===== config.mk =====
export PLATFORM = sky130hd
export DESIGN_NAME = secrtc_core
export DESIGN_NICKNAME = d
export VERILOG_FILES = /design/src/rtl/secrtc_pkg.sv /design/src/rtl/secrtc_timebase.sv /design/src/rtl/secrtc_irq.sv /design/src/rtl/secrtc_core.sv
export SDC_FILE = /design/constraint.sdc
export NUM_CORES = 1
export LEC_CHECK = 0
export BUFFER_PORTS_ARGS = -buffer_cell sky130_fd_sc_hd__buf_2
export CAP_MARGIN = 10
export CORE_UTILIZATION = 41
export CTS_CLUSTER_SIZE = 8
export DETAILED_ROUTE_END_ITERATION = 7
export HOLD_SLACK_MARGIN = 0.15
export PLACE_DENSITY = 0.69
export SYNTH_ARGS = -nofsm -noshare
export SYNTH_HDL_FRONTEND = slang
export SYNTH_HIERARCHICAL = 1
export SYNTH_SLANG_ARGS = --single-unit

===== constraint.sdc =====
create_clock -name clk -period 3.8 [get_ports clk]
set_input_delay 0.57 -clock clk [delete_from_list [all_inputs] [get_ports clk]]
set_output_delay 0.57 -clock clk [all_outputs]
set_load 0.005 [all_outputs]

===== src/rtl/secrtc_pkg.sv =====
package secrtc_pkg;
  localparam int unsigned ADDR_W = 8;
  localparam int unsigned DATA_W = 32;
  localparam int unsigned NIRQ   = 2;

  localparam logic [ADDR_W-1:0] OFS_TIME_LD  = 8'h00;
  localparam logic [ADDR_W-1:0] OFS_TIME_RB  = 8'h04;
  localparam logic [ADDR_W-1:0] OFS_CAL_WR   = 8'h08;
  localparam logic [ADDR_W-1:0] OFS_CAL_RB   = 8'h0C;
  localparam logic [ADDR_W-1:0] OFS_SECONDS  = 8'h10;
  localparam logic [ADDR_W-1:0] OFS_TICKS    = 8'h14;
  localparam logic [ADDR_W-1:0] OFS_ALARM    = 8'h18;
  localparam logic [ADDR_W-1:0] OFS_STATUS   = 8'h20;
  localparam logic [ADDR_W-1:0] OFS_MASK     = 8'h24;
  localparam logic [ADDR_W-1:0] OFS_ENABLE   = 8'h28;
  localparam logic [ADDR_W-1:0] OFS_DISABLE  = 8'h2C;

  typedef enum int unsigned {
    EV_SECOND = 0,
    EV_ALARM  = 1
  } ev_idx_e;
endpackage


===== src/rtl/secrtc_timebase.sv =====
module secrtc_timebase #(
  parameter int unsigned SEC_W  = 32,
  parameter int unsigned TICK_W = 16,
  parameter int unsigned FRAC_W = 4
) (
  input  logic              clk,
  input  logic              rst_n,
  input  logic              strobe,
  input  logic              load,
  input  logic [SEC_W-1:0]  load_val,
  input  logic [TICK_W-1:0] cal_count,
  input  logic [FRAC_W-1:0] cal_frac,
  input  logic              cal_fen,
  input  logic [SEC_W-1:0]  alarm_val,
  output logic [SEC_W-1:0]  seconds,
  output logic [TICK_W-1:0] ticks,
  output logic              sec_evt,
  output logic              alm_evt
);
  localparam int unsigned CMP_W = TICK_W + 1;

  logic [SEC_W-1:0]  sec_q, sec_d;
  logic [TICK_W-1:0] tick_q, tick_d;
  logic [FRAC_W-1:0] ph_q, ph_d;
  logic [CMP_W-1:0]  target, tick_inc;
  logic              stretch, wrap;
  logic [SEC_W-1:0]  sec_plus;

  always_comb begin
    stretch  = cal_fen && (ph_q < cal_frac);
    target   = {1'b0, cal_count} + CMP_W'(stretch);
    tick_inc = {1'b0, tick_q} + CMP_W'(1);
    wrap     = strobe && (tick_inc >= target);
    sec_plus = sec_q + SEC_W'(1);
    sec_d    = sec_q;
    tick_d   = tick_q;
    ph_d     = ph_q;
    if (load) begin
      sec_d  = load_val;
      tick_d = '0;
      ph_d   = '0;
    end else if (wrap) begin
      sec_d  = sec_plus;
      tick_d = '0;
      ph_d   = ph_q + FRAC_W'(1);
    end else if (strobe) begin
      tick_d = tick_inc[TICK_W-1:0];
    end
    sec_evt = wrap && !load;
    alm_evt = sec_evt && (sec_plus == alarm_val);
  end

  always_ff @(posedge clk or negedge rst_n) begin
    if (!rst_n) begin
      sec_q  <= '0;
      tick_q <= '0;
      ph_q   <= '0;
    end else begin
      sec_q  <= sec_d;
      tick_q <= tick_d;
      ph_q   <= ph_d;
    end
  end

  assign seconds = sec_q;
  assign ticks   = tick_q;

  assert_load_R1: assert property (@(posedge clk) disable iff (!rst_n)
    load |=> (seconds == $past(load_val)));
  assert_load_clears_R8: assert property (@(posedge clk) disable iff (!rst_n)
    load |=> (ticks == '0));
  assert_hold_R2: assert property (@(posedge clk) disable iff (!rst_n)
    (!load && !strobe) |=> ($stable(seconds) && $stable(ticks)));
  assert_step_R2: assert property (@(posedge clk) disable iff (!rst_n)
    sec_evt |=> (seconds == $past(seconds) + SEC_W'(1)));
endmodule


===== src/rtl/secrtc_irq.sv =====
module secrtc_irq #(
  parameter int unsigned NEV = 2
) (
  input  logic           clk,
  input  logic           rst_n,
  input  logic [NEV-1:0] evt,
  input  logic           clr_we,
  input  logic           en_we,
  input  logic           dis_we,
  input  logic [NEV-1:0] wbits,
  output logic [NEV-1:0] status,
  output logic [NEV-1:0] mask,
  output logic [NEV-1:0] irq
);
  logic [NEV-1:0] sts_q, sts_d, msk_q, msk_d;

  for (genvar i = 0; i < NEV; i++) begin : g_bit
    always_comb begin
      sts_d[i] = sts_q[i];
      if (clr_we && wbits[i]) sts_d[i] = 1'b0;
      if (evt[i])             sts_d[i] = 1'b1;
      msk_d[i] = msk_q[i];
      if (en_we && wbits[i])  msk_d[i] = 1'b1;
      if (dis_we && wbits[i]) msk_d[i] = 1'b0;
    end
    assign irq[i] = sts_q[i] & msk_q[i];

    assert_sticky_R6: assert property (@(posedge clk) disable iff (!rst_n)
      evt[i] |=> status[i]);
    assert_w1c_R6: assert property (@(posedge clk) disable iff (!rst_n)
      (clr_we && wbits[i] && !evt[i]) |=> !status[i]);
    assert_enable_R7: assert property (@(posedge clk) disable iff (!rst_n)
      (en_we && wbits[i]) |=> mask[i]);
    assert_disable_R7: assert property (@(posedge clk) disable iff (!rst_n)
      (dis_we && wbits[i]) |=> (!mask[i] && !irq[i]));
  end

  always_ff @(posedge clk or negedge rst_n) begin
    if (!rst_n) begin
      sts_q <= '0;
      msk_q <= '0;
    end else begin
      sts_q <= sts_d;
      msk_q <= msk_d;
    end
  end

  assign status = sts_q;
  assign mask   = msk_q;
endmodule


===== src/rtl/secrtc_core.sv =====
module secrtc_core
  import secrtc_pkg::*;
#(
  parameter int unsigned SEC_W   = 32,
  parameter int unsigned TICK_W  = 16,
  parameter int unsigned FRAC_W  = 4,
  parameter logic [31:0] CAL_RST = 32'h0019_8233
) (
  input  logic              clk,
  input  logic              rst_n,
  input  logic              osc_tick,
  input  logic              bus_sel,
  input  logic              bus_en,
  input  logic              bus_wr,
  input  logic [ADDR_W-1:0] bus_addr,
  input  logic [DATA_W-1:0] bus_wdata,
  output logic [DATA_W-1:0] bus_rdata,
  output logic              irq_second,
  output logic              irq_alarm
);
  localparam int unsigned CAL_W  = TICK_W + FRAC_W + 1;
  localparam int unsigned FEN_B  = TICK_W + FRAC_W;

  logic              acc, wr;
  logic              we_time, we_cal, we_alarm, we_clr, we_en, we_dis;
  logic [SEC_W-1:0]  time_q, time_d, alarm_q, alarm_d;
  logic [CAL_W-1:0]  cal_q, cal_d;
  logic [SEC_W-1:0]  seconds;
  logic [TICK_W-1:0] ticks;
  logic              sec_evt, alm_evt;
  logic [NIRQ-1:0]   evt, status, mask, irq;

  always_comb begin
    acc      = bus_sel && bus_en;
    wr       = acc && bus_wr;
    we_time  = wr && (bus_addr == OFS_TIME_LD);
    we_cal   = wr && (bus_addr == OFS_CAL_WR);
    we_alarm = wr && (bus_addr == OFS_ALARM);
    we_clr   = wr && (bus_addr == OFS_STATUS);
    we_en    = wr && (bus_addr == OFS_ENABLE);
    we_dis   = wr && (bus_addr == OFS_DISABLE);
    time_d   = we_time  ? bus_wdata[SEC_W-1:0] : time_q;
    cal_d    = we_cal   ? bus_wdata[CAL_W-1:0] : cal_q;
    alarm_d  = we_alarm ? bus_wdata[SEC_W-1:0] : alarm_q;
  end

  always_ff @(posedge clk or negedge rst_n) begin
    if (!rst_n) begin
      time_q  <= '0;
      cal_q   <= CAL_RST[CAL_W-1:0];
      alarm_q <= '0;
    end else begin
      time_q  <= time_d;
      cal_q   <= cal_d;
      alarm_q <= alarm_d;
    end
  end

  secrtc_timebase #(
    .SEC_W (SEC_W),
    .TICK_W(TICK_W),
    .FRAC_W(FRAC_W)
  ) u_tb (
    .clk      (clk),
    .rst_n    (rst_n),
    .strobe   (osc_tick),
    .load     (we_time),
    .load_val (bus_wdata[SEC_W-1:0]),
    .cal_count(cal_q[TICK_W-1:0]),
    .cal_frac (cal_q[FEN_B-1:TICK_W]),
    .cal_fen  (cal_q[FEN_B]),
    .alarm_val(alarm_q),
    .seconds  (seconds),
    .ticks    (ticks),
    .sec_evt  (sec_evt),
    .alm_evt  (alm_evt)
  );

  always_comb begin
    evt            = '0;
    evt[EV_SECOND] = sec_evt;
    evt[EV_ALARM]  = alm_evt;
  end

  secrtc_irq #(.NEV(NIRQ)) u_irq (
    .clk   (clk),
    .rst_n (rst_n),
    .evt   (evt),
    .clr_we(we_clr),
    .en_we (we_en),
    .dis_we(we_dis),
    .wbits (bus_wdata[NIRQ-1:0]),
    .status(status),
    .mask  (mask),
    .irq   (irq)
  );

  assign irq_second = irq[EV_SECOND];
  assign irq_alarm  = irq[EV_ALARM];

  always_comb begin
    bus_rdata = '0;
    if (acc && !bus_wr) begin
      case (bus_addr)
        OFS_TIME_RB: bus_rdata = DATA_W'(time_q);
        OFS_CAL_RB:  bus_rdata = DATA_W'(cal_q);
        OFS_SECONDS: bus_rdata = DATA_W'(seconds);
        OFS_TICKS:   bus_rdata = DATA_W'(ticks);
        OFS_ALARM:   bus_rdata = DATA_W'(alarm_q);
        OFS_STATUS:  bus_rdata = DATA_W'(status);
        OFS_MASK:    bus_rdata = DATA_W'(mask);
        default:     bus_rdata = '0;
      endcase
    end
  end

  assert_cal_width_R5: assert property (@(posedge clk) disable iff (!rst_n)
    we_cal |=> (cal_q == $past(bus_wdata[CAL_W-1:0])));
  assert_alarm_wr_R9: assert property (@(posedge clk) disable iff (!rst_n)
    we_alarm |=> (alarm_q == $past(bus_wdata[SEC_W-1:0])));
endmodule


---- Word level (Yosys, flattened, before mapping) ----
Index checks and enable logic that the tools add are counted.
storage, ports and cells
  flip-flop bits (word level) ............. 141
  input bits .............................. 46
  output and inout bits ................... 34
  logic and storage cells ................. 74
operators by class
  add/subtract/negate cells ............... 4
  $lt $le $gt $ge ......................... 2
  equal/unequal tests ..................... 11
  multiplexer cells ....................... 17
  bitwise logic cells ..................... 2
  reductions and logical operators ........ 28
operators with widths
  operator                                                          count
  32-bit one-hot mux with 7 select lines                            1
  32-bit two-way mux                                                3
  16-bit two-way mux                                                3
  32-bit by 1-bit adder with 32-bit output (second input constant)  1
  32-bit == test                                                    1
  8-bit by 6-bit == test with 1-bit output (second input constant)  4
  8-bit by 5-bit == test with 1-bit output (second input constant)  3
  1-bit logical AND                                                 19
  16-bit by 1-bit adder with 17-bit output                          1
  16-bit by 1-bit adder with 17-bit output (second input constant)  1
  17-bit >= comparator                                              1
  8-bit by 4-bit == test with 1-bit output (second input constant)  2
  2-bit nonzero test                                                5
  8-bit by 3-bit == test with 1-bit output (second input constant)  1
  8-bit logical NOT                                                 1
  1-bit two-way mux                                                 8
  4-bit two-way mux                                                 2
  4-bit by 1-bit adder with 4-bit output (second input constant)    1
  4-bit < comparator                                                1
  3-bit nonzero test                                                1
  1-bit AND                                                         2
  1-bit logical NOT                                                 2

---- Depth between registers and ports, before layout ----
Gate-level depths: netlist (run 1).
  depth after elaboration ................. 8
  depth in mapped cells ................... 22
  depth with buffers taken out ............ 21

---- Modules after synthesis ----
Netlist (run 1), hierarchy kept.
by module, submodules not included
  module           instances  cells each  area each (µm²)  sequential area each (µm²)
  secrtc_timebase  1          578         4600.7           1301.2
  secrtc_core      1          331         4121.5           2138.3
  secrtc_irq       1          14          155.1            100.1

---- Worst setup path after synthesis (run 1) ----
No wires, ideal clock.
  kind .................................... reg-to-reg
  start point ............................. register u_tb.ph_q[1]
  end point ............................... register u_tb.sec_q[30] (netlist: u_tb/seconds[30])
  setup time .............................. 0.135 ns
  data arrival time ....................... 3.681 ns
  data required time ...................... 3.665 ns
  setup slack ............................. -0.016 ns
  stages on the path, launching flop included .. 22
  path buffers ............................ 2
  period minus slack after synthesis ...... 3.816 ns
  path through ............................ dfrtp_1 -> ha_1 -> a21oi_1 -> nor2b_1 -> o21ai_0 -> and3b_1 -> ha_1 -> ha_1 -> nand2_1 -> nor2_1 -> and2_1 -> nand3_1 -> ha_1 -> nand2_1 -> nor4_1 -> o211ai_1 -> a21bo_2 -> clkbuf_1 -> clkbuf_1 -> nor2_1 -> xnor2_1 -> o21ai_0
on the way
  cells in the longest elaborated chain, start to end .. 6
ends and longest elaborated chain
  item                                      line                   text
  start: declaration                        secrtc_timebase.sv:24  logic [FRAC_W-1:0] ph_q, ph_d;
  start signal: assignment                  secrtc_timebase.sv:61  ph_q <= ph_d;
  4-bit < comparator                        secrtc_timebase.sv:30  stretch = cal_fen && (ph_q < cal_frac);
  1-bit logical AND                         secrtc_timebase.sv:30
  16-bit by 1-bit adder with 17-bit output  secrtc_timebase.sv:31  target = {1'b0, cal_count} + CMP_W'(stretch);
  17-bit >= comparator                      secrtc_timebase.sv:33  wrap = strobe && (tick_inc >= target);
  1-bit logical AND                         secrtc_timebase.sv:33
  2-bit nonzero test (no source line)       -
  end signal: assignment                    secrtc_timebase.sv:55  sec_q <= '0;
  end signal: assignment                    secrtc_timebase.sv:59  sec_q <= sec_d;
  end: declaration                          secrtc_timebase.sv:22  logic [SEC_W-1:0] sec_q, sec_d;
No other way between the ends.
A chain may end at the register's enable or synchronous reset.

---- Final worst setup path (run 1) ----
  start point ............................. register cal_q[19]
  end point ............................... register u_irq.sts_q[1] (netlist: u_irq/status[1])
on the way
  cells in the longest elaborated chain, start to end .. 8
  elaborated cells between the ends (all ways) .. 9
  classes of those cells .................. 1 x add/sub; 2 x order compare; 1 x mux; 5 x reduce/logical
ends and longest elaborated chain
  item                                                     line                   text
  start: declaration                                       secrtc_core.sv:27      logic [CAL_W-1:0] cal_q, cal_d;
  start signal: assignment                                 secrtc_core.sv:50      cal_q <= CAL_RST[CAL_W-1:0];
  start signal: assignment                                 secrtc_core.sv:54      cal_q <= cal_d;
  4-bit < comparator *                                     secrtc_timebase.sv:30
  1-bit logical AND *                                      secrtc_timebase.sv:30
  16-bit by 1-bit adder with 17-bit output *               secrtc_timebase.sv:31
  17-bit >= comparator *                                   secrtc_timebase.sv:33
  1-bit logical AND *                                      secrtc_timebase.sv:33
  1-bit logical AND *                                      secrtc_timebase.sv:49  sec_evt = wrap && !load;
  named net sec_evt                                        secrtc_core.sv:30      logic sec_evt, alm_evt;
  1-bit logical AND *                                      secrtc_timebase.sv:50  alm_evt = sec_evt && (sec_plus == alarm_val);
  named net alm_evt                                        secrtc_core.sv:30
  1-bit two-way mux or 2-bit nonzero test (tied branches)  -
  end signal: assignment                                   secrtc_irq.sv:43       sts_q <= sts_d;
  end: declaration                                         secrtc_irq.sv:15       logic [NEV-1:0] sts_q, sts_d, msk_q, msk_d;
Mark *: on every way through the listed nets, which the timed path passes. The rest lies on a longest branch.

==> implementation parameters, run 1 <==
Parameter                              Value

Routing
  Pre-antenna DRT Iters ... 5
  Routed wirelength normalized by instance count ... 18.8 um
  Post-route ant nets ... 0
  Vias after detailed routing ... around 7.7k
  Overall routed net length ... around 25000 um
  Violation count after the first detailed-routing iteration ... between 600 and 700
  DRC violations left ... 0
  Via count normalized by instance count ... 5.83

Final layout
  Ratio of cells with drive above 1 in the final layout ... 0.310
  Final layout net count ... 1100
  Count of fill cells added during filler insertion ... 1893
  Final core area utilization ... 0.510
  Cell area after layout ... about 0.011 sq mm
  Total area of sequential cells ... approximately 0.0035 sq mm
  Inserted Diodes ... 0
  Most frequent standard cell in the layout excluding fill and tap cells ... sky130_fd_sc_hd__dfrtp_1
  Most used cells in the layout excluding fill and tap cells ... 132 x sky130_fd_sc_hd__dfrtp_1, 99 x sky130_fd_sc_hd__nand2_1, 84 x sky130_fd_sc_hd__mux2_2
  Synthesis-to-finish area growth ... 21.6%
  Multi-input logic area ... 0.00537 sq mm

Power
  Relative contribution of combinational cells to total power ... 0.246
  Cell area power density ... 423 mW/mm^2
  Worst IR Drop VDD ... roughly 310 uV
  Sequential share of power ... 0.399
  Proportion of power drawn by the clock network ... 0.354
  Static power due to leakage ... 4.66 nW
  Net switching share of the total power ... 0.311
  Switching power summed over all nets ... about 1.4 mW
  P_int ... 3.15 mW

STA
  Final setup slack of the worst path ... -146 ps
  Pin slew with the least headroom to its limit ... 1140 ps
  Max frequency ... 253 MHz
  Worst slew slack as a fraction of its limit ... 0.241
  Share of the clock period used by the worst path after layout ... 1.04
  Final setup skew ... 8.56 ps
  Max-slew violation total from the final report ... 0
  Final-report hold violation count ... 0
  Unrepaired setup endpoints after global routing ... true
  Shortest clock period the worst path allows after layout ... 3950 ps
  Number of endpoints failing setup at the final stage ... 33

Place
  Worst Setup Slack post-DPL ... -265 ps
  HPWL after detailed placement ... 17900 um
  Area post-placement ... 0.00977 sq mm
  IO buf count ... slightly below 80
  RD Place Congestion ... roughly 0.9

Synthesis
  Top cell type's share of synthesized area ... 0.372
  Number of distinct library cell variants in the gate-level netlist after synthesis ... ~70
  Main flop type after synthesis ... sky130_fd_sc_hd__dfrtp_1
  Yosys warning total ... 6
  Share of synthesized area occupied by flip-flops and latches ... 0.399
  Number of flops mapped to enable cells by yosys ... 0
  Main area contributors after synthesis ... sky130_fd_sc_hd__dfrtp_1 37%, sky130_fd_sc_hd__mux2_2 11%, sky130_fd_sc_hd__xnor2_1 6.4%
  Number of nets produced by synthesis ... 994
  Area leader, netlist ... sky130_fd_sc_hd__dfrtp_1
  Share of synthesized registers carrying an async set or reset ... 1.00
  Cells after synthesis ... between 900 and 1k
  Yosys reg bits ... 141
  Combined area of all synthesized cells ... 0.00888 sq mm
  Average cell area after synthesis ... 9.62 sq um

Floorplan
  Placeable core region ... 0.0212 sq mm
  Initial cell density of the core ... 0.420
  Standard-cell row count ... 53
  Die ar. ... 0.0222 sq mm
  Number of top-level pins ... 80
  Width of the die ... 149 um
  Die height ... about 150 um

CTS
  Maximum root-to-sink buffer count ... 2
  CTS clk-pin slew, worst paths ... roughly 60 ps
  Clock tree from TritonCTS ... yes
  Number of CTS-inserted buffers ... 17
  Clk Latency, worst-skew pair ... 420 ps
  Clock Sinks ... 141
  Root Driver ... sky130_fd_sc_hd__clkbuf_16
  H-tree depth ... 4

Worst setup path
  Critical path capture point type ... flop
  Type of the setup path with the least slack ... reg2reg
  Endpoint arrival time on the critical path ... roughly 4300 ps
  Critical Path Fanout Max ... 5
  Worst EP required ... 4160 ps
  CP Launch Type ... flop

Global route
  Largest net degree at the start of global routing ... 80
  Overall routing resource usage ... 0.228
  First-pass GRT wire length ... 39400 um
  Remaining global-route overflow ... 0
  Number of global-route vias before repair ... between 7k and 8k
  Number of antenna violations at the first check in global routing ... 0

Outcome
  Run status ... finished with violations
  Failing checks ... setup timing

Worst hold path
  Type of the tightest min-delay check ... in2reg

Job
  Max capacitance violation total ... 0
==> timing repair <==
item                                   4_1_cts  5_1_grt
pin swaps                                    6       32
setup endpoints to repair                   36       49
endpoints found under the hold margin        1        0
buffers inserted                             0       12
gates cloned                                 0        2
gates resized for setup                     24       59
hold buffers                                 1        0
==> path summary, 6_finish.rpt <==
| path | start | endpoint | slack (ps) | cells after the start |
|---|---|---|---|---|
| worst max-delay path | cal_q[19] | u_irq/status[1] | -150 | 19 |
| worst min-delay path | bus_wdata[26] | u_tb/seconds[26] | 400 | 3 |
| worst max register to register | cal_q[19] | u_irq/status[1] | -150 | 19 |
| worst min register to register | time_q[14] | time_q[14] | 490 | 1 |
| max in group asynchronous | rst_n | cal_q[20] | 2240 | 3 |
| min in group asynchronous | rst_n | u_tb/ticks[2] | 700 | 2 |
==> power by group through the flow <==
stage	combinational [mW]	clock, mW	sequential (mW)
global placement	0.865	0	1.84
CTS	0.924	1.65	1.82
detailed placement	0.886	0	1.84
global route	1.23	1.71	1.85
floorplan	0.632	0	1.75
finish	1.13	1.62	1.82
==> cell usage after synthesis, types with 3 or more instances <==
cell type	n
sky130_fd_sc_hd__ha_1	25
sky130_fd_sc_hd__and2_1	8
sky130_fd_sc_hd__nor2b_1	10
sky130_fd_sc_hd__a31oi_1	16
sky130_fd_sc_hd__buf_2	16
sky130_fd_sc_hd__mux2_2	84
sky130_fd_sc_hd__clkbuf_1	27
sky130_fd_sc_hd__and3_1	11
sky130_fd_sc_hd__nand4_1	20
sky130_fd_sc_hd__dfrtp_1	132
sky130_fd_sc_hd__nor3_1	22
sky130_fd_sc_hd__o21ai_0	55
sky130_fd_sc_hd__buf_4	5
sky130_fd_sc_hd__a21o_1	4
sky130_fd_sc_hd__nand3b_1	4
sky130_fd_sc_hd__nand2_1	103
sky130_fd_sc_hd__a222oi_1	14
sky130_fd_sc_hd__nand2b_1	9
sky130_fd_sc_hd__and4_1	9
sky130_fd_sc_hd__xor2_1	36
sky130_fd_sc_hd__dfstp_2	9
sky130_fd_sc_hd__nor4b_1	3
sky130_fd_sc_hd__nor4_1	10
sky130_fd_sc_hd__xnor2_1	65
sky130_fd_sc_hd__a21oi_1	21
sky130_fd_sc_hd__or3_1	4
sky130_fd_sc_hd__a22oi_1	40
sky130_fd_sc_hd__nand3_1	28
sky130_fd_sc_hd__mux2_1	3
sky130_fd_sc_hd__inv_1	17
sky130_fd_sc_hd__nor2_1	64
sky130_fd_sc_hd__a211oi_1	5
==> worst max-delay path, cell delays in order, from the launching register on <==
cell and delay (ps):
sky130_fd_sc_hd__dfstp_2 540, sky130_fd_sc_hd__inv_2 30, sky130_fd_sc_hd__ha_1 260, sky130_fd_sc_hd__o21ai_1 50
sky130_fd_sc_hd__and3b_2 240, sky130_fd_sc_hd__ha_4 180, sky130_fd_sc_hd__ha_4 160, sky130_fd_sc_hd__buf_6 120
sky130_fd_sc_hd__and4_4 170, sky130_fd_sc_hd__xnor2_2 130, sky130_fd_sc_hd__ha_1 320, sky130_fd_sc_hd__nand2_2 80
sky130_fd_sc_hd__nor4_4 320, sky130_fd_sc_hd__o211ai_1 160, sky130_fd_sc_hd__buf_4 180, sky130_fd_sc_hd__a21bo_4 270
sky130_fd_sc_hd__nor2_4 160, sky130_fd_sc_hd__o2111ai_4 120, sky130_fd_sc_hd__nor4_4 280, sky130_fd_sc_hd__a21o_1 120
==> flip-flops by register name, summed over array words and instances (netlist names) <==
register and flops:
cal_q 21, u_irq/mask 2, u_tb/ph_q 4, u_tb/ticks 16, alarm_q 32, u_irq/status 2
time_q 32, u_tb/seconds 32
==> kinds of logic after synthesis <==
kind of cell	after synthesis	synth area share
AO/OA/AOI/OAI	174	0.131
XOR/XNOR	102	0.101
adder cells (fa/ha/maj)	25	0.0352
buffers and inverters	68	0.0341
flip-flops	141	0.399
multiplexers	89	0.113
AND/OR/NAND/NOR	324	0.187
==> final cells by class <==
cell class / count / area share
clock buffers: 25 / 0.0440
clock inverters: 7 / 0.00834
inverters: 17 / 0.00591
multi-input cells: 715 / 0.498
flip-flops and latches: 141 / 0.328
well taps: 275 / 0.0319
repair buffers: 137 / 0.0846
==> routing by layer <==
layer,vias to the layer above,GRT usage,part of all wire
met4,0,0.0679,0.015
met5,-,0,0
li1,3584,-,-
met2,228,0.357,0.47
met3,29,0.0416,0.055
met1,3838,0.320,0.46
==> through the flow <==
step           hold WS, ps  setup TNS [ps]  total power [mW]  instances
2_1_floorplan          274               0              2.38        923
3_3_place_gp           469            -958              2.71       1270
3_5_place_dp           479           -4690              2.73       1270
4_1_cts                384            -196              4.39       1303
5_1_grt                401           -8730              4.79       1317
6_report               399           -2250              4.57       1317
Power figures use the tool's default switching activity.
==> run 2, diff against run 1 <==
--- a/config.mk
+++ b/config.mk
@@ -12,6 +12,7 @@
 export DETAILED_ROUTE_END_ITERATION = 7
 export HOLD_SLACK_MARGIN = 0.15
 export PLACE_DENSITY = 0.69
+export SETUP_SLACK_MARGIN = 0.1
 export SYNTH_ARGS = -nofsm -noshare
 export SYNTH_HDL_FRONTEND = slang
 export SYNTH_HIERARCHICAL = 1
==> implementation parameters, run 2 (synthesis gave the netlist of run 1 again) <==
Parameter                              Value

Power
  Static power due to leakage ... 4.74 nW (was 4.66 nW)
  P_int ... 3.18 mW (was 3.15 mW)
  Relative contribution of combinational cells to total power ... 0.260 (was 0.246)
  Sequential share of power ... 0.390 (was 0.399)
  Net switching share of the total power ... 0.324 (was 0.311)
  Cell area power density ... 430 mW/mm^2 (was 423 mW/mm^2)
  Proportion of power drawn by the clock network ... 0.350 (was 0.354)
  Switching power summed over all nets ... 1.52 mW (was 1.42 mW)
  Worst IR Drop VDD ... 338 uV (was 310 uV)
  Total power after layout ... 4.70 mW (was 4.57 mW)

Place
  HPWL after detailed placement ... 17400 um (was 17900 um)
  RD Place Congestion ... 0.899 (was 0.894)
  IO buf count ... 79 (unchanged)
  Area post-placement ... 0.00971 sq mm (was 0.00977 sq mm)

Floorplan
  Die height ... 149 um (unchanged)
  Placeable core region ... 0.0212 sq mm (unchanged)
  Die ar. ... 0.0222 sq mm (unchanged)
  Standard-cell row count ... 53 (unchanged)
  Initial cell density of the core ... 0.420 (unchanged)
  Number of top-level pins ... 80 (unchanged)
  Width of the die ... 149 um (unchanged)

STA
  Max frequency ... 256 MHz (was 253 MHz)
  Final setup slack of the worst path ... -108 ps (was -146 ps)
  Pin slew with the least headroom to its limit ... 1160 ps (was 1140 ps)
  Worst slew slack as a fraction of its limit ... 0.227 (was 0.241)
  Final setup skew ... 9.27 ps (was 8.56 ps)
  Number of endpoints failing setup at the final stage ... 23 (was 33)
  Share of the clock period used by the worst path after layout ... 1.03 (was 1.04)
  Shortest clock period the worst path allows after layout ... 3910 ps (was 3950 ps)
  Unrepaired setup endpoints after global routing ... true (unchanged)
  Final-report hold violation count ... 0 (unchanged)
  Max-slew violation total from the final report ... 0 (unchanged)

Worst setup path
  Type of the setup path with the least slack ... reg2reg (unchanged)
  FF-to-FF End ... u_tb/seconds[0] (was u_irq/status[1])
  Critical Path Fanout Max ... 6 (was 5)
  Slack of the worst reg-to-reg path ... -110 ps (was -150 ps)
  Endpoint arrival time on the critical path ... 4260 ps (was 4310 ps)
  Depth of the worst register-to-register path ... 20 (was 19)
  Startpoint of the worst register-to-register path ... u_tb/ph_q[1] (was cal_q[19])
  Critical path capture point type ... flop (unchanged)
  Worst EP required ... 4150 ps (was 4160 ps)
  CP Launch Type ... flop (unchanged)

Job
  Max capacitance violation total ... 0 (unchanged)

Final layout
  Ratio of cells with drive above 1 in the final layout ... 0.331 (was 0.310)
  Count of fill cells added during filler insertion ... 1900 (was 1893)
  Most used cells in the layout excluding fill and tap cells ... 132 x sky130_fd_sc_hd__dfrtp_1, 96 x sky130_fd_sc_hd__nand2_1, 84 x sky130_fd_sc_hd__mux2_2 (was 132 x sky130_fd_sc_hd__dfrtp_1, 99 x sky130_fd_sc_hd__nand2_1, 84 x sky130_fd_sc_hd__mux2_2)
  Final layout net count ... 1092 (was 1100)
  Synthesis-to-finish area growth ... 23.1% (was 21.6%)
  Most frequent standard cell in the layout excluding fill and tap cells ... sky130_fd_sc_hd__dfrtp_1 (unchanged)
  Inserted Diodes ... 0 (unchanged)
  Cell area after layout ... 0.0109 sq mm (was 0.0108 sq mm)

Routing
  DRC violations left ... 0 (unchanged)
  Pre-antenna DRT Iters ... 5 (unchanged)
  Overall routed net length ... 25000 um (was 24700 um)
  Via count normalized by instance count ... 5.84 (was 5.83)
  Routed wirelength normalized by instance count ... 19.1 um (was 18.8 um)
  Violation count after the first detailed-routing iteration ... 592 (was 632)
  Post-route ant nets ... 0 (unchanged)
  Vias after detailed routing ... 7647 (was 7679)

CTS
  H-tree depth ... 4 (unchanged)
  Clk Latency, worst-skew pair ... 430 ps (was 420 ps)
  CTS clk-pin slew, worst paths ... 60 ps (about the same)
  Maximum root-to-sink buffer count ... 2 (unchanged)
  Number of CTS-inserted buffers ... 17 (unchanged)
  CTS Hold Buffers Added ... 0 (was 1)
  Root Driver ... sky130_fd_sc_hd__clkbuf_16 (unchanged)
  Clock tree from TritonCTS ... yes (unchanged)
  Clock Sinks ... 141 (unchanged)

Global route
  Number of antenna violations at the first check in global routing ... 0 (unchanged)
  Largest net degree at the start of global routing ... 82 (was 80)
  First-pass GRT wire length ... 40000 um (was 39400 um)
  Number of global-route vias before repair ... 7555 (was 7487)
  Remaining global-route overflow ... 0 (unchanged)
  Overall routing resource usage ... 0.233 (was 0.228)

Outcome
  Failing checks ... setup timing (unchanged)
  Run status ... finished with violations (unchanged)

Worst hold path
  Type of the tightest min-delay check ... in2async (was in2reg)
## run 2: cell types whose count changed in the layout (fill, tap and decap cells not counted), sizes merged
cell	before	now
clkinv	3	8
inv	17	19
buf	135	129
dlygate4sd3	1	0
clkbuf	26	18
## run 2: worst max-delay path by stage
| stage | endpoint | startpoint | cells past startpoint |
|---|---|---|---|
| 2_1_floorplan | u_tb/seconds[30] | u_tb/ph_q[1] | 21 |
| 3_3_place_gp | u_irq/status[1] | cal_q[17] | 21 |
| 3_5_place_dp | u_irq/status[1] | cal_q[17] | 21 |
| 4_1_cts | u_tb/seconds[1] | cal_q[17] | 19 |
| 5_1_grt | u_tb/seconds[0] | u_tb/ph_q[1] | 21 |
| 6_report | u_tb/seconds[0] | u_tb/ph_q[1] | 20 |
## run 2: worst max-delay path, stage by stage (launching register included)
cell	delay (ps)
sky130_fd_sc_hd__dfrtp_1	380
sky130_fd_sc_hd__ha_1	300
sky130_fd_sc_hd__a21oi_2	110
sky130_fd_sc_hd__nor2b_1	50
sky130_fd_sc_hd__o21ai_1	100
sky130_fd_sc_hd__and3b_2	240
sky130_fd_sc_hd__ha_4	160
sky130_fd_sc_hd__and3_4	190
sky130_fd_sc_hd__nor2b_4	170
sky130_fd_sc_hd__nand3_2	90
sky130_fd_sc_hd__xor2_1	150
sky130_fd_sc_hd__ha_1	290
sky130_fd_sc_hd__nand2_2	70
sky130_fd_sc_hd__nor4_2	270
sky130_fd_sc_hd__o211ai_1	220
sky130_fd_sc_hd__a21bo_4	330
sky130_fd_sc_hd__buf_4	160
sky130_fd_sc_hd__buf_6	130
sky130_fd_sc_hd__buf_4	130
sky130_fd_sc_hd__xor2_1	130
sky130_fd_sc_hd__o21ai_0	140
## run 2: cell type report
| type | count | area [sq um] | share of cell area |
|---|---|---|---|
| clock inverter | 14 | 144 | 0.0132 |
| timing repair buffer | 129 | 866 | 0.0792 |
| multi-input combinational | 715 | 5530 | 0.506 |
| clock buffer | 18 | 439 | 0.0402 |
| inverter | 17 | 63.8 | 0.00584 |
| tap | 275 | 344 | 0.0315 |
| sequential | 141 | 3540 | 0.324 |
## run 2: repair_timing
item / in CTS / in global routing
buffers inserted: 7 / 9
hold endpoints to repair: 0 / 0
gates resized for setup: 79 / 57
setup endpoints to repair: 41 / 54
gates cloned: 3 / 0
pin swaps: 46 / 35
## run 2: power by group through the flow
stage | sequential (mW) | combinational (mW) | clock [mW]
3_3_place_gp | 1.85 | 0.843 | 0
4_1_cts | 1.83 | 1.10 | 1.67
3_5_place_dp | 1.85 | 0.869 | 0
6_report | 1.83 | 1.22 | 1.65
5_1_grt | 1.86 | 1.32 | 1.74
2_1_floorplan | 1.75 | 0.639 | 0
## run 2: routing by layer
layer	wire [um]	track usage
met5	0	0
met4	661	0.0883
met3	1610	0.0474
met2	11700	0.370
met1	11000	0.313
## run 2: stage by stage
stage | hold WS, ps | worst slack, ps | setup TNS, ps | utilization | std cells
final | 178 | -108 | -1130 | 0.516 | 1309
after global placement | 469 | -238 | -1600 | 0.458 | 1260
after floorplan | 274 | 97.9 | 0 | - | 923
after detailed placement | 479 | -381 | -7030 | 0.459 | 1261
after CTS | 210 | -34.1 | -368 | 0.505 | 1303
after global routing | 234 | -297 | -8550 | 0.516 | 1309
==> run 3, diff against run 2 <==
--- a/config.mk
+++ b/config.mk
@@ -12,6 +12,7 @@
 export DETAILED_ROUTE_END_ITERATION = 7
 export HOLD_SLACK_MARGIN = 0.15
 export PLACE_DENSITY = 0.69
+export RECOVER_POWER = 25
 export SETUP_SLACK_MARGIN = 0.1
 export SYNTH_ARGS = -nofsm -noshare
 export SYNTH_HDL_FRONTEND = slang
==> implementation parameters, run 3 (synthesis gave the netlist of run 1 again) <==
Parameter                              Value

CTS
  Clock tree from TritonCTS ... yes (unchanged)
  CTS clk-pin slew, worst paths ... 60 ps (about the same)
  CTS Hold Buffers Added ... 0 (unchanged)
  Clk Latency, worst-skew pair ... 430 ps (about the same)
  H-tree depth ... 4 (unchanged)
  Clock Sinks ... 141 (unchanged)
  Root Driver ... sky130_fd_sc_hd__clkbuf_16 (unchanged)
  Number of CTS-inserted buffers ... 17 (unchanged)
  Maximum root-to-sink buffer count ... 2 (unchanged)

Power
  Total power after layout ... 4.71 mW (was 4.70 mW)
  Worst IR Drop VDD ... 339 uV (was 338 uV)
  P_int ... 3.18 mW (about the same)
  Sequential share of power ... 0.389 (was 0.390)
  Cell area power density ... 431 mW/mm^2 (was 430 mW/mm^2)
  Proportion of power drawn by the clock network ... 0.351 (was 0.350)
  Static power due to leakage ... 4.73 nW (was 4.74 nW)
  Net switching share of the total power ... 0.325 (was 0.324)
  Switching power summed over all nets ... 1.53 mW (was 1.52 mW)
  Relative contribution of combinational cells to total power ... 0.260 (about the same)

Routing
  Post-route ant nets ... 0 (unchanged)
  Violation count after the first detailed-routing iteration ... 597 (was 592)
  Overall routed net length ... 25000 um (about the same)
  Met3 routed wirelength ... 1380 um (was 1610 um)
  Top layer reached by signal wires ... met4 (unchanged)
  Vias after detailed routing ... 7620 (was 7647)
  Via count normalized by instance count ... 5.82 (was 5.84)
  Metal1 wirelength ... 11300 um (was 11000 um)
  DRC violations left ... 0 (unchanged)
  Routed wirelength normalized by instance count ... 19.1 um (about the same)
  Pre-antenna DRT Iters ... 5 (unchanged)
  Wire length on met2 ... 11700 um (about the same)

Global route
  Largest net degree at the start of global routing ... 82 (unchanged)
  Number of global-route vias before repair ... 7555 (unchanged)
  Overall routing resource usage ... 0.233 (unchanged)
  Remaining global-route overflow ... 0 (unchanged)
  First-pass GRT wire length ... 40000 um (unchanged)
  Number of antenna violations at the first check in global routing ... 0 (unchanged)

Final layout
  Cell area after layout ... 0.0109 sq mm (about the same)
  Inserted Diodes ... 0 (unchanged)
  Final layout net count ... 1092 (unchanged)
  Most frequent standard cell in the layout excluding fill and tap cells ... sky130_fd_sc_hd__dfrtp_1 (unchanged)
  Ratio of cells with drive above 1 in the final layout ... 0.331 (unchanged)
  Non-filler instance count after layout ... 1309 (unchanged)
  Most used cells in the layout excluding fill and tap cells ... 132 x sky130_fd_sc_hd__dfrtp_1, 96 x sky130_fd_sc_hd__nand2_1, 84 x sky130_fd_sc_hd__mux2_2 (unchanged)
  Synthesis-to-finish area growth ... 23.0% (was 23.1%)

Worst setup path
  Critical path capture point type ... flop (unchanged)
  Critical Path Max Stage Delay ... 380 ps (about the same)
  CP Launch Type ... flop (unchanged)
  Slowest cell on crit path ... sky130_fd_sc_hd__dfrtp_1 (unchanged)
  Type of the setup path with the least slack ... reg2reg (unchanged)
  Worst EP required ... 4150 ps (about the same)
  Critical-path cell list ... ha_1, a21oi_2, nor2b_1, o21ai_1, and3b_2, ha_4, and3_4, nor2b_4, nand3_2, xor2_1, ha_1, nand2_2, nor4_2, o211ai_1, a21bo_4, buf_4, buf_6, buf_4, xor2_1, o21ai_0 (unchanged)
  Endpoint arrival time on the critical path ... 4290 ps (was 4260 ps)
  Slack of the worst reg-to-reg path ... -140 ps (was -110 ps)
  Critical Path Fanout Max ... 6 (unchanged)

STA
  Number of endpoints failing setup at the final stage ... 23 (unchanged)
  Worst Hold Margin ... 382 ps (was 178 ps)
  Unrepaired setup endpoints after global routing ... true (unchanged)
  Share of the clock period used by the worst path after layout ... 1.04 (was 1.03)
  Final-report hold violation count ... 0 (unchanged)
  Pin slew with the least headroom to its limit ... 2080 ps (was 1160 ps)
  TNS Setup ... -1410 ps (was -1130 ps)
  Final setup skew ... 9.90 ps (was 9.27 ps)
  Max frequency ... 254 MHz (was 256 MHz)
  Max-slew violation total from the final report ... 81 (was 0)
  Final setup slack of the worst path ... -136 ps (was -108 ps)
  Worst slew slack as a fraction of its limit ... -0.385 (was 0.227)
  Shortest clock period the worst path allows after layout ... 3940 ps (was 3910 ps)

Floorplan
  Standard-cell row count ... 53 (unchanged)
  Number of top-level pins ... 80 (unchanged)
  Width of the die ... 149 um (unchanged)
  Placeable core region ... 0.0212 sq mm (unchanged)
  Initial cell density of the core ... 0.420 (unchanged)
  Die ar. ... 0.0222 sq mm (unchanged)
  Die height ... 149 um (unchanged)

Place
  IO buf count ... 79 (unchanged)
  HPWL after detailed placement ... 17400 um (unchanged)
  Area post-placement ... 0.00971 sq mm (unchanged)
  Count of placed standard cells including taps ... 1261 (unchanged)
  RD Place Congestion ... 0.899 (unchanged)

Outcome
  Run status ... finished with violations (unchanged)
  Failing checks ... capacitance limit, slew limit, setup timing (was setup timing)

Job
  Max capacitance violation total ... 1 (was 0)

Worst hold path
  Type of the tightest min-delay check ... in2reg (was in2async)
run 3: cell count changes in the layout (fill, tap and decap cells not counted):
cell / delta
sky130_fd_sc_hd__buf_6: -1
sky130_fd_sc_hd__clkbuf_2: +1
run 3: routing by layer:
metal	track usage	vias to the layer above
met4	0.0883	0
met5	0	-
met3	0.0474	47
met1	0.313	3776
met2	0.370	247
li1	-	3550
run 3: metrics by stage:
step | setup slack (ps) | utilization
after detailed placement | -381 | 0.459
final | -136 | 0.516
after global routing | -297 | 0.516
after global placement | -238 | 0.458
after floorplan | 97.9 | -
after CTS | -34.1 | 0.505
run 3: critical path, delay by kind of cell, from the launching register on:
family                   cells  cell delay (ps)
XOR/XNOR                     2              280
AO/OA/AOI/OAI                5              930
AND/OR/NAND/NOR              7             1080
buffers and inverters        3              420
flip-flops                   1              380
adder cells (fa/ha/maj)      3              750
run 3: what timing repair did:
item | in CTS | in global routing
cloned | 3 | 0
pin swaps | 46 | 35
gates resized for setup | 79 | 57
setup endpoints to repair | 41 | 54
buffers inserted | 7 | 9
run 3: worst paths after layout:
kind,startpoint,endpoint,cells after the start
worst max-delay path,u_tb/ph_q[1],u_tb/seconds[0],20
max in group asynchronous,rst_n,time_q[24],1
min in group asynchronous,rst_n,alarm_q[6],1
worst max register to register,u_tb/ph_q[1],u_tb/seconds[0],20
worst min-delay path,bus_wdata[22],u_tb/seconds[22],3
worst min register to register,time_q[14],time_q[14],1
run 3: power groups by stage:
| stage | Combinational (mW) | Sequential (mW) | Clock [mW] |
|---|---|---|---|
| floorplan | 0.639 | 1.75 | 0 |
| global placement | 0.843 | 1.85 | 0 |
| detailed placement | 0.869 | 1.85 | 0 |
| CTS | 1.10 | 1.83 | 1.67 |
| global route | 1.32 | 1.86 | 1.74 |
| finish | 1.22 | 1.83 | 1.65 |
run 3: area by class of cell:
class / instances / area (sq um)
timing repair buffer: 129 / 860
tap: 275 / 344
inverter: 17 / 63.8
clock inverter: 14 / 144
sequential: 141 / 3540
multi-input combinational: 715 / 5530
clock buffer: 18 / 439
fill: 1899 / 10200
